===== config.mk =====
export PLATFORM = sky130hd
export DESIGN_NAME = sdiv_unit
export DESIGN_NICKNAME = d
export VERILOG_FILES = /design/src/rtl/sdiv_pkg.sv /design/src/rtl/sdiv_prep.sv /design/src/rtl/sdiv_iter.sv /design/src/rtl/sdiv_unit.sv
export SDC_FILE = /design/constraint.sdc
export NUM_CORES = 1
export LEC_CHECK = 0
export BUFFER_PORTS_ARGS = -buffer_cell sky130_fd_sc_hd__buf_2
export CAP_MARGIN = 30
export CORE_UTILIZATION = 36
export DETAILED_ROUTE_END_ITERATION = 10
export PLACE_DENSITY_LB_ADDON = 0.25
export SETUP_SLACK_MARGIN = 0.02
export SLEW_MARGIN = 20
export SYNTH_ARGS = -nofsm -noshare
export SYNTH_HDL_FRONTEND = slang
export SYNTH_SLANG_ARGS = --single-unit

===== constraint.sdc =====
create_clock -name clk -period 5.3 [get_ports clk]
set_input_delay 0.795 -clock clk [delete_from_list [all_inputs] [get_ports clk]]
set_output_delay 0.795 -clock clk [all_outputs]
set_load 0.01 [all_outputs]

===== src/rtl/sdiv_pkg.sv =====
package sdiv_pkg;
  localparam int unsigned FULL_W = 64;
  localparam int unsigned HALF_W = FULL_W / 2;

  typedef enum logic [1:0] {
    ST_IDLE = 2'd0,
    ST_RUN  = 2'd1,
    ST_FIN  = 2'd2
  } sdiv_state_e;
endpackage


===== src/rtl/sdiv_prep.sv =====
// Operand conditioning: width extension, sign capture, magnitude, zero test.
module sdiv_prep #(
  parameter int unsigned W = 64
) (
  input  logic         wide,
  input  logic [W-1:0] num,
  input  logic [W-1:0] den,
  output logic [W-1:0] num_mag,
  output logic [W-1:0] den_mag,
  output logic         neg,
  output logic         den_zero
);
  localparam int unsigned NW = W / 2;

  logic [W-1:0] num_x, den_x;

  always_comb begin
    num_x = wide ? num : {{NW{num[NW-1]}}, num[NW-1:0]};
    den_x = wide ? den : {{NW{den[NW-1]}}, den[NW-1:0]};
    // magnitude of the most negative value is representable as unsigned
    num_mag  = num_x[W-1] ? (~num_x + 1'b1) : num_x;
    den_mag  = den_x[W-1] ? (~den_x + 1'b1) : den_x;
    neg      = num_x[W-1] ^ den_x[W-1];
    den_zero = (den_x == '0);
  end
endmodule


===== src/rtl/sdiv_iter.sv =====
// Restoring shift-subtract datapath: one quotient bit per step.
module sdiv_iter #(
  parameter int unsigned W = 64
) (
  input  logic         clk,
  input  logic         rst,
  input  logic         load,
  input  logic         step,
  input  logic         wide,
  input  logic [W-1:0] num_mag,
  input  logic [W-1:0] den_mag,
  output logic [W-1:0] quo
);
  localparam int unsigned NW = W / 2;

  logic [W-1:0] rem_q, den_q, quo_q;
  logic [W:0]   trial;
  logic [W:0]   shifted;

  always_comb begin
    shifted = {rem_q, quo_q[W-1]};
    trial   = shifted - {1'b0, den_q};
  end

  always_ff @(posedge clk) begin
    if (rst) begin
      rem_q <= '0;
      den_q <= '0;
      quo_q <= '0;
    end else if (load) begin
      rem_q <= '0;
      den_q <= den_mag;
      // narrow magnitudes are left-aligned so the loop always walks the MSB
      quo_q <= wide ? num_mag : (num_mag << NW);
    end else if (step) begin
      if (!trial[W]) begin
        rem_q <= trial[W-1:0];
        quo_q <= {quo_q[W-2:0], 1'b1};
      end else begin
        rem_q <= shifted[W-1:0];
        quo_q <= {quo_q[W-2:0], 1'b0};
      end
    end
  end

  assign quo = quo_q;

  // partial remainder stays below the divisor after every step
  p_rem_below_div_r2: assert property (@(posedge clk) disable iff (rst)
    step |=> (rem_q < den_q));
endmodule


===== src/rtl/sdiv_unit.sv =====
module sdiv_unit (
  input  logic        clk,
  input  logic        rst,
  input  logic        start_i,
  output logic        in_ready_o,
  input  logic        wide_i,
  input  logic [63:0] dividend_i,
  input  logic [63:0] divisor_i,
  output logic        done_o,
  output logic [63:0] quot_o
);
  import sdiv_pkg::*;

  localparam int unsigned W  = FULL_W;
  localparam int unsigned NW = HALF_W;
  localparam int unsigned CW = $clog2(W);
  localparam logic [CW-1:0] LAST_WIDE = CW'(W - 1);
  localparam logic [CW-1:0] LAST_NARW = CW'(NW - 1);

  sdiv_state_e  state_q;
  logic [CW-1:0] cnt_q;
  logic         neg_q, wide_q, zero_q;
  logic         accept, step;
  logic [W-1:0] num_mag, den_mag, quo_raw, quo_signed, quo_final;
  logic         neg_c, zero_c;

  assign in_ready_o = (state_q == ST_IDLE);
  assign accept     = start_i && in_ready_o;
  assign step       = (state_q == ST_RUN);

  sdiv_prep #(.W(W)) u_prep (
    .wide     (wide_i),
    .num      (dividend_i),
    .den      (divisor_i),
    .num_mag  (num_mag),
    .den_mag  (den_mag),
    .neg      (neg_c),
    .den_zero (zero_c)
  );

  sdiv_iter #(.W(W)) u_iter (
    .clk     (clk),
    .rst     (rst),
    .load    (accept),
    .step    (step),
    .wide    (wide_i),
    .num_mag (num_mag),
    .den_mag (den_mag),
    .quo     (quo_raw)
  );

  always_comb begin
    quo_signed = neg_q ? (~quo_raw + 1'b1) : quo_raw;
    quo_final  = wide_q ? quo_signed : {{NW{1'b0}}, quo_signed[NW-1:0]};
  end

  always_ff @(posedge clk) begin
    if (rst) begin
      state_q <= ST_IDLE;
      cnt_q   <= '0;
      neg_q   <= 1'b0;
      wide_q  <= 1'b0;
      zero_q  <= 1'b0;
      done_o  <= 1'b0;
      quot_o  <= '0;
    end else begin
      done_o <= 1'b0;
      case (state_q)
        ST_IDLE: if (accept) begin
          neg_q   <= neg_c;
          wide_q  <= wide_i;
          zero_q  <= zero_c;
          cnt_q   <= wide_i ? LAST_WIDE : LAST_NARW;
          state_q <= zero_c ? ST_FIN : ST_RUN;
        end
        ST_RUN: begin
          if (cnt_q == '0) state_q <= ST_FIN;
          else             cnt_q   <= cnt_q - 1'b1;
        end
        ST_FIN: begin
          done_o  <= 1'b1;
          quot_o  <= zero_q ? '0 : quo_final;
          state_q <= ST_IDLE;
        end
        default: state_q <= ST_IDLE;
      endcase
    end
  end

  // completion is a single-cycle pulse
  p_done_pulse_r8: assert property (@(posedge clk) disable iff (rst)
    done_o |=> !done_o);

  // once operands are taken the unit stops offering ready
  p_busy_after_accept_r7: assert property (@(posedge clk) disable iff (rst)
    accept |=> !in_ready_o);

  // zero divisor completes two edges after acceptance with a zero quotient
  p_zero_div_fast_r4: assert property (@(posedge clk) disable iff (rst)
    (accept && zero_c) |=> ##1 (done_o && quot_o == '0));

  // narrow results leave the upper half clear
  p_narrow_upper_zero_r6: assert property (@(posedge clk) disable iff (rst)
    (done_o && !wide_q) |-> (quot_o[W-1:NW] == '0));

  // a start during the done pulse is taken
  p_accept_on_done_r10: assert property (@(posedge clk) disable iff (rst)
    (done_o && start_i) |-> in_ready_o);
endmodule


==> impl_metrics.py, run 1 <==
metrics = {
    "outcome": {
        "run_status": "complete, no violations",
    },
    "critical_path": {
        "worst_r2r_setup_slack_ns": 0.71,
        "critPathMaxFanout": 32,
        "cpLargestDelayFamily": "compound AO/OA/AOI/OAI gates",
        "timing.critical_path.to_type": "flop",
        "critical_path.endpoint": "u_iter.rem_q[31]",
        "crit_cells": 14,
        "crit_buf_inv": 2,
        "cp_slowest_stage_delay_ns": 0.72,
        "worst_r2r_startpoint": "u_iter.quo[63]",
        "worst-setup-path-type": "reg2reg",
        "setup.worst_path.start_class": "flop",
        "worstRegToRegCells": 14,
        "cell_chain_critical_path": "inv_1 > ha_1 > fa_1 > nand2b_1 > a21oi_1 > o21bai_1 > a311oi_1 > nor3_1 > o31ai_1 > a31oi_1 > xnor2_2 > buf_4 > mux2i_1 > a211oi_1",
        "critical_path.startpoint": "u_iter.quo[63]",
        "data_required_time_at_the_worst_endpoint_ns": 5.71,
        "critical_path.slowest_cell": "sky130_fd_sc_hd__o31ai_1",
        "worst_ep_arrival_time_ns": 5.01,
        "capturing_point_of_the_worst_reg2reg_path": "u_iter.rem_q[31]",
    },
    "synthesis": {
        "syn_avg_cell_area_sq_um": 7.475,
        "synth_common_cells": "sky130_fd_sc_hd__nor2_1, sky130_fd_sc_hd__dfxtp_1, sky130_fd_sc_hd__nand2_1",
        "synthesis.nets": 2729,
        "async_flop_share_pct": 0,
        "synth-seq-cells": 268,
        "top_cell_type_s_share_of_synthesized_area_pct": 28.40,
        "mapped_cells": 2527,
        "seq_area_frac_synth_pct": 28.40,
        "postSynth.topFlopCell": "sky130_fd_sc_hd__dfxtp_1",
        "yosysWarningCount": 0,
        "synth_largest_area_cell": "sky130_fd_sc_hd__dfxtp_1",
        "mappedNetlistArea_sq_um": 18890,
        "synth_area_leaders": "sky130_fd_sc_hd__dfxtp_1, sky130_fd_sc_hd__xnor2_1, sky130_fd_sc_hd__nor2_1",
        "post_synth_edffs": 0,
        "yosys.cell_count.top_type": "sky130_fd_sc_hd__nor2_1",
        "synth.lib_cells_used.distinct": 69,
    },
    "cells_and_area": {
        "synthToLayoutAreaGrowth_pct": 14.65,
        "finalNetCount": 2842,
        "num-fill-cells": 5354,
        "layout-drive-gt1-share_pct": 12.27,
        "final_instance_area_sq_um": 21660,
    },
    "floorplanning": {
        "fp.dieArea_sq_um": 53390,
        "placement_rows": 83,
        "ioPinCount": 198,
        "initial_utilization_pct": 36.60,
        "die_y_um": 231.1,
        "die_width_um": 231.1,
        "placeableCoreArea_sq_um": 51610,
    },
    "sta": {
        "post-route-period-util_pct": 86.65,
        "finalSetupTns_ns": 0,
        "skew_ns": 0.02968,
        "setup_viol": 0,
        "timing.final.ws_setup_ns": 0.7074,
        "final_period_minus_worst_setup_slack_ns": 4.593,
        "max-slew-margin-rel_pct": 44.67,
        "final-max-slew-violation-count": 0,
        "grt_setup_unrepaired": "false",
        "tightest_slew_ns": 0.8237,
        "timing.final.hold_violations": 0,
        "fmax_mhz": 217.7,
    },
    "placed_design": {
        "gp_routability_congestion": 0.9409,
        "dp_slack_ns": 0.7073,
        "placed_area_sq_um": 20500,
        "numPortBuffers": 197,
        "half_perimeter_wire_length_after_detailed_placement_mm": 52.57,
    },
    "hold_path": {
        "hold_class": "reg2reg",
    },
    "power_and_ir_drop": {
        "total_power_mw": 8.121,
        "worst_ir_drop_vdd_mv": 0.2249,
        "total_leakage_power_nw": 8.603,
        "power_density_nw_per_um2": 375.0,
    },
    "clock_network": {
        "clock-sinks": 268,
        "tritoncts_clock_tree": "yes",
        "post_cts.resized_instances": 0,
        "cts_htree_levels": 2,
        "holdBufCountCts": 0,
        "cts_post_setup_buffers_inserted": 0,
        "clk_transition_reported_paths_ns": 0.06,
        "max-clock-path-buffers": 3,
        "clkLatencyLatePin_ns": 0.56,
        "tritoncts.num_buffers": 35,
        "cts_root_buffer": "sky130_fd_sc_hd__clkbuf_16",
    },
    "drt": {
        "totalWireLength_mm": 68.37,
        "dr.pass1.iters": 6,
        "detailroute.wirelength.met2_mm": 29.22,
        "drt_iter0_drc": 1509,
        "final_antenna_net_count": 0,
        "drc_viols": 0,
        "via_count": 19264,
        "met3RoutedLength_mm": 5.128,
        "drt-wirelength-per-cell_um": 20.42,
        "top_layer_used": "met5",
        "drt-met1-wl_mm": 32.39,
        "vias_per_cell": 5.752,
    },
    "grt": {
        "grt_antenna_before_repair": 11,
        "overflow": 0,
        "gr-usage-all-layers_pct": 25.01,
        "first_global_vias": 17992,
        "wire_length_of_the_first_global_routing_pass_mm": 105.4,
        "pin_count_of_the_biggest_net_entering_global_routing": 67,
    },
    "job": {
        "cap_viol_max_count": 0,
    },
}
worst min path at each step:
stage          slack, ns  depth (start not counted)    endpoint        from
6_report            0.45                          2  quot_o[51]  quot_o[51]
5_1_grt             0.47                          2  quot_o[48]  quot_o[48]
4_1_cts             0.45                          2  quot_o[51]  quot_o[51]
3_5_place_dp        0.44                          2  quot_o[51]  quot_o[51]
3_3_place_gp        0.44                          2  quot_o[56]  quot_o[56]
2_1_floorplan       0.43                          2      wide_q      wide_q
cells by family after synthesis:
group	Yosys count	synth area share [%]
flops	268	28.40
fa+ha+maj	70	4.677
buf+inv	257	5.207
mux	69	3.683
xor+xnor	235	10.90
compound gates	791	26.81
simple gates	837	20.32
placed cells by master, fill, tap and decap left out, types with 6 or more instances in the layout:
cell type                   instances
sky130_fd_sc_hd__a211oi_1          69
sky130_fd_sc_hd__a21o_1            32
sky130_fd_sc_hd__a21oi_1          184
sky130_fd_sc_hd__a221o_1            6
sky130_fd_sc_hd__a221oi_1          36
sky130_fd_sc_hd__a22oi_1           52
sky130_fd_sc_hd__a311oi_1          16
sky130_fd_sc_hd__a31oi_1           19
sky130_fd_sc_hd__and3_1            14
sky130_fd_sc_hd__buf_2            196
sky130_fd_sc_hd__buf_4             33
sky130_fd_sc_hd__clkbuf_1           8
sky130_fd_sc_hd__clkbuf_16         35
sky130_fd_sc_hd__clkbuf_8           7
sky130_fd_sc_hd__dfxtp_1          267
sky130_fd_sc_hd__ha_1              69
sky130_fd_sc_hd__inv_1             97
sky130_fd_sc_hd__mux2i_1           65
sky130_fd_sc_hd__nand2_1          233
sky130_fd_sc_hd__nand2b_1          24
sky130_fd_sc_hd__nand3_1           32
sky130_fd_sc_hd__nand4_1           15
sky130_fd_sc_hd__nor2_1           308
sky130_fd_sc_hd__nor2b_1           14
sky130_fd_sc_hd__nor3_1            73
sky130_fd_sc_hd__nor4_1            17
sky130_fd_sc_hd__o211ai_1          24
sky130_fd_sc_hd__o21a_1            12
sky130_fd_sc_hd__o21ai_0          208
sky130_fd_sc_hd__o21bai_1          16
sky130_fd_sc_hd__o22ai_1           12
sky130_fd_sc_hd__o31ai_1           46
sky130_fd_sc_hd__o41ai_1           28
sky130_fd_sc_hd__or2_2             11
sky130_fd_sc_hd__or3_1             34
sky130_fd_sc_hd__or4_1             29
sky130_fd_sc_hd__xnor2_1          137
sky130_fd_sc_hd__xor2_1            97
metal layers:
metal  up-vias  global-route usage, %
li1       9356                      -
met2       653                  37.57
met5         -                      0
met1      9136                  35.70
met3       109                  5.020
met4        10                  7.471
stage by stage:
stage / hold slack (ns) / util, % / instances
after detailed placement: 0.4391 / 39.73 / 3281
after global routing: 0.4728 / 41.94 / 3346
after floorplan: 0.4315 / - / 2527
after CTS: 0.4524 / 41.86 / 3342
after global placement: 0.4350 / 39.58 / 3278
final: 0.4461 / 41.96 / 3349
layout make-up:
class	count	area, sq um	share of cell area [%]
multi-input combinational	2002	12610	58.22
sequential	268	5369	24.79
timing repair buffer	235	1346	6.217
clock buffer	50	1002	4.628
tap	680	850.8	3.929
inverter	98	367.9	1.699
clock inverter	11	100.1	0.4622
antenna	5	12.51	0.05778
worst min-delay path: cells and delay by family, from the launching register on:
kind / cells / cell delay [ns]
compound gates: 1 / 0.05
flops: 1 / 0.32
simple gates: 1 / 0.04
flip-flops by register name, summed over array words and instances, names as in the netlist:
signal and flops:
zero_q 1, wide_q 1, u_iter.den_q 64, done_o 1, quot_o 64, cnt_q 6
neg_q 1, state_q 2, u_iter.quo 64, u_iter.rem_q 64
power breakdown:
part,total (mW),internal (mW),leakage (nW),switching [mW]
clock network,2.36,1.37,0.539,0.987
registers,2.37,2.18,2.19,0.191
logic,3.39,1.36,5.87,2.03
Power figures use the tool's default switching activity.
==> run 2, diff against run 1 <==
- clock period: 5.3 -> 5.5 ns (I/O delays scaled with it)
==> run 2 against run 1 <==
Compared with the run above:
- combinational power is 3% lower
- non-clock buffer count is 7 lower
- global-route usage is 0.064 points lower
- clock skew is 0.0013 ns lower
- cell count hardly changed
- wire length is 0.81% lower
- via count is 0.34% higher
- sequential cell count stayed put
- critical path depth stayed put
- clock power is 3% higher
- highest routed layer unchanged
==> impl_metrics.py, run 2 (same netlist as run 1, synthesis figures left out) <==
metrics = {
    "sta": {
        "final_period_minus_worst_setup_slack_ns": 4.469,
        "skew_ns": 0.02843,
        "finalSetupTns_ns": 0,
        "max-slew-margin-rel_pct": 37.29,
        "tightest_slew_ns": 0.9407,
        "final-max-slew-violation-count": 0,
        "grt_setup_unrepaired": "false",
        "fmax_mhz": 223.8,
        "timing.final.hold_violations": 0,
        "post-route-period-util_pct": 81.25,
        "setup_viol": 0,
    },
    "drt": {
        "final_antenna_net_count": 0,
        "via_count": 19329,
        "drt-wirelength-per-cell_um": 20.26,
        "totalWireLength_mm": 67.81,
        "vias_per_cell": 5.775,
        "drc_viols": 0,
        "drt_iter0_drc": 1741,
        "dr.pass1.iters": 7,
    },
    "placed_design": {
        "half_perimeter_wire_length_after_detailed_placement_mm": 51.47,
        "gp_routability_congestion": 0.9404,
        "numPortBuffers": 197,
        "placed_area_sq_um": 20460,
    },
    "power_and_ir_drop": {
        "total_leakage_power_nw": 8.621,
        "worst_ir_drop_vdd_mv": 0.2437,
        "power_density_nw_per_um2": 367.3,
    },
    "floorplanning": {
        "die_y_um": 231.1,
        "placeableCoreArea_sq_um": 51610,
        "initial_utilization_pct": 36.60,
        "placement_rows": 83,
        "ioPinCount": 198,
        "die_width_um": 231.1,
        "fp.dieArea_sq_um": 53390,
    },
    "critical_path": {
        "worst-setup-path-type": "reg2reg",
        "data_required_time_at_the_worst_endpoint_ns": 5.89,
        "worst_ep_arrival_time_ns": 4.86,
        "timing.critical_path.to_type": "flop",
        "setup.worst_path.start_class": "flop",
        "critPathMaxFanout": 51,
    },
    "clock_network": {
        "holdBufCountCts": 0,
        "post_cts.resized_instances": 0,
        "max-clock-path-buffers": 3,
        "clkLatencyLatePin_ns": 0.56,
        "cts_root_buffer": "sky130_fd_sc_hd__clkbuf_16",
        "clock-sinks": 268,
        "clk_transition_reported_paths_ns": 0.06,
        "tritoncts_clock_tree": "yes",
        "tritoncts.num_buffers": 36,
        "cts_htree_levels": 2,
        "cts_post_setup_buffers_inserted": 0,
    },
    "grt": {
        "grt_antenna_before_repair": 12,
        "pin_count_of_the_biggest_net_entering_global_routing": 93,
        "wire_length_of_the_first_global_routing_pass_mm": 105.5,
        "gr-usage-all-layers_pct": 24.95,
        "first_global_vias": 18061,
        "overflow": 0,
    },
    "cells_and_area": {
        "layout-drive-gt1-share_pct": 12.22,
        "final_instance_area_sq_um": 21680,
        "post-route-util_pct": 42.01,
        "synthToLayoutAreaGrowth_pct": 14.79,
        "finalNetCount": 2836,
        "layout.cells.most_common": "sky130_fd_sc_hd__nor2_1",
        "most-common-layout-cells": "sky130_fd_sc_hd__nor2_1, sky130_fd_sc_hd__dfxtp_1, sky130_fd_sc_hd__nand2_1",
    },
    "job": {
        "cap_viol_max_count": 0,
    },
    "hold_path": {
        "hold_class": "reg2reg",
    },
    "outcome": {
        "run_status": "complete, no violations",
    },
}
run 2: power breakdown:
part           internal, mW  total (mW)  leakage [nW]  switching [mW]
sequential             2.10        2.27          2.19           0.169
combinational          1.31        3.28          5.83            1.97
clock                  1.48        2.42         0.603           0.935
total                  4.89        7.96          8.62            3.07
run 2: through the flow:
stage,total power [mW],std cells,hold WS [ns],setup WS (ns)
final,7.963,3347,0.4492,1.031
after global routing,8.433,3344,0.4770,0.7603
after CTS,7.994,3340,0.4525,1.007
after detailed placement,5.541,3276,0.4445,1.019
after global placement,5.527,3275,0.4376,1.085
after floorplan,4.697,2527,0.4315,1.727
run 2: critical path: stages (launching register included):
cell and delay [ns]:
sky130_fd_sc_hd__dfxtp_1 0.36, sky130_fd_sc_hd__inv_1 0.09, sky130_fd_sc_hd__ha_1 0.23, sky130_fd_sc_hd__fa_1 0.40
sky130_fd_sc_hd__nand2b_1 0.18, sky130_fd_sc_hd__a21oi_1 0.24, sky130_fd_sc_hd__o21bai_1 0.20, sky130_fd_sc_hd__a311oi_1 0.36
sky130_fd_sc_hd__nor3_1 0.22, sky130_fd_sc_hd__o31ai_1 0.70, sky130_fd_sc_hd__a31oi_1 0.29, sky130_fd_sc_hd__xnor2_2 0.27
sky130_fd_sc_hd__buf_12 0.36, sky130_fd_sc_hd__mux2i_1 0.29, sky130_fd_sc_hd__a211oi_1 0.10
run 2: final cells by class:
cell class | instances | area, sq um
diodes | 7 | 17.52
flip-flops and latches | 268 | 5366
clock buffers | 51 | 1059
well taps | 680 | 850.8
clock inverters | 13 | 147.6
fillers | 5363 | 29930
repair buffers | 228 | 1271
inverters | 98 | 367.9
multi-input cells | 2002 | 12600
run 2: metal layers:
| layer | vias to the layer above | GRT usage [%] | part of all wire (%) |
|---|---|---|---|
| met1 | 9195 | 36.45 | 48 |
| met5 | - | 0 | 0.083 |
| met4 | 8 | 7.781 | 2.3 |
| met2 | 666 | 36.87 | 43 |
| li1 | 9357 | - | - |
| met3 | 103 | 4.232 | 7.0 |
run 2: final timing paths:
kind	cells past startpoint	from	slack (ns)	endpoint
setup reg to reg	14	u_iter.quo[63]	1.03	u_iter.rem_q[14]
hold reg to reg	2	quot_o[54]	0.45	quot_o[54]
hold / removal	2	quot_o[54]	0.45	quot_o[54]
setup / recovery	14	u_iter.quo[63]	1.03	u_iter.rem_q[14]
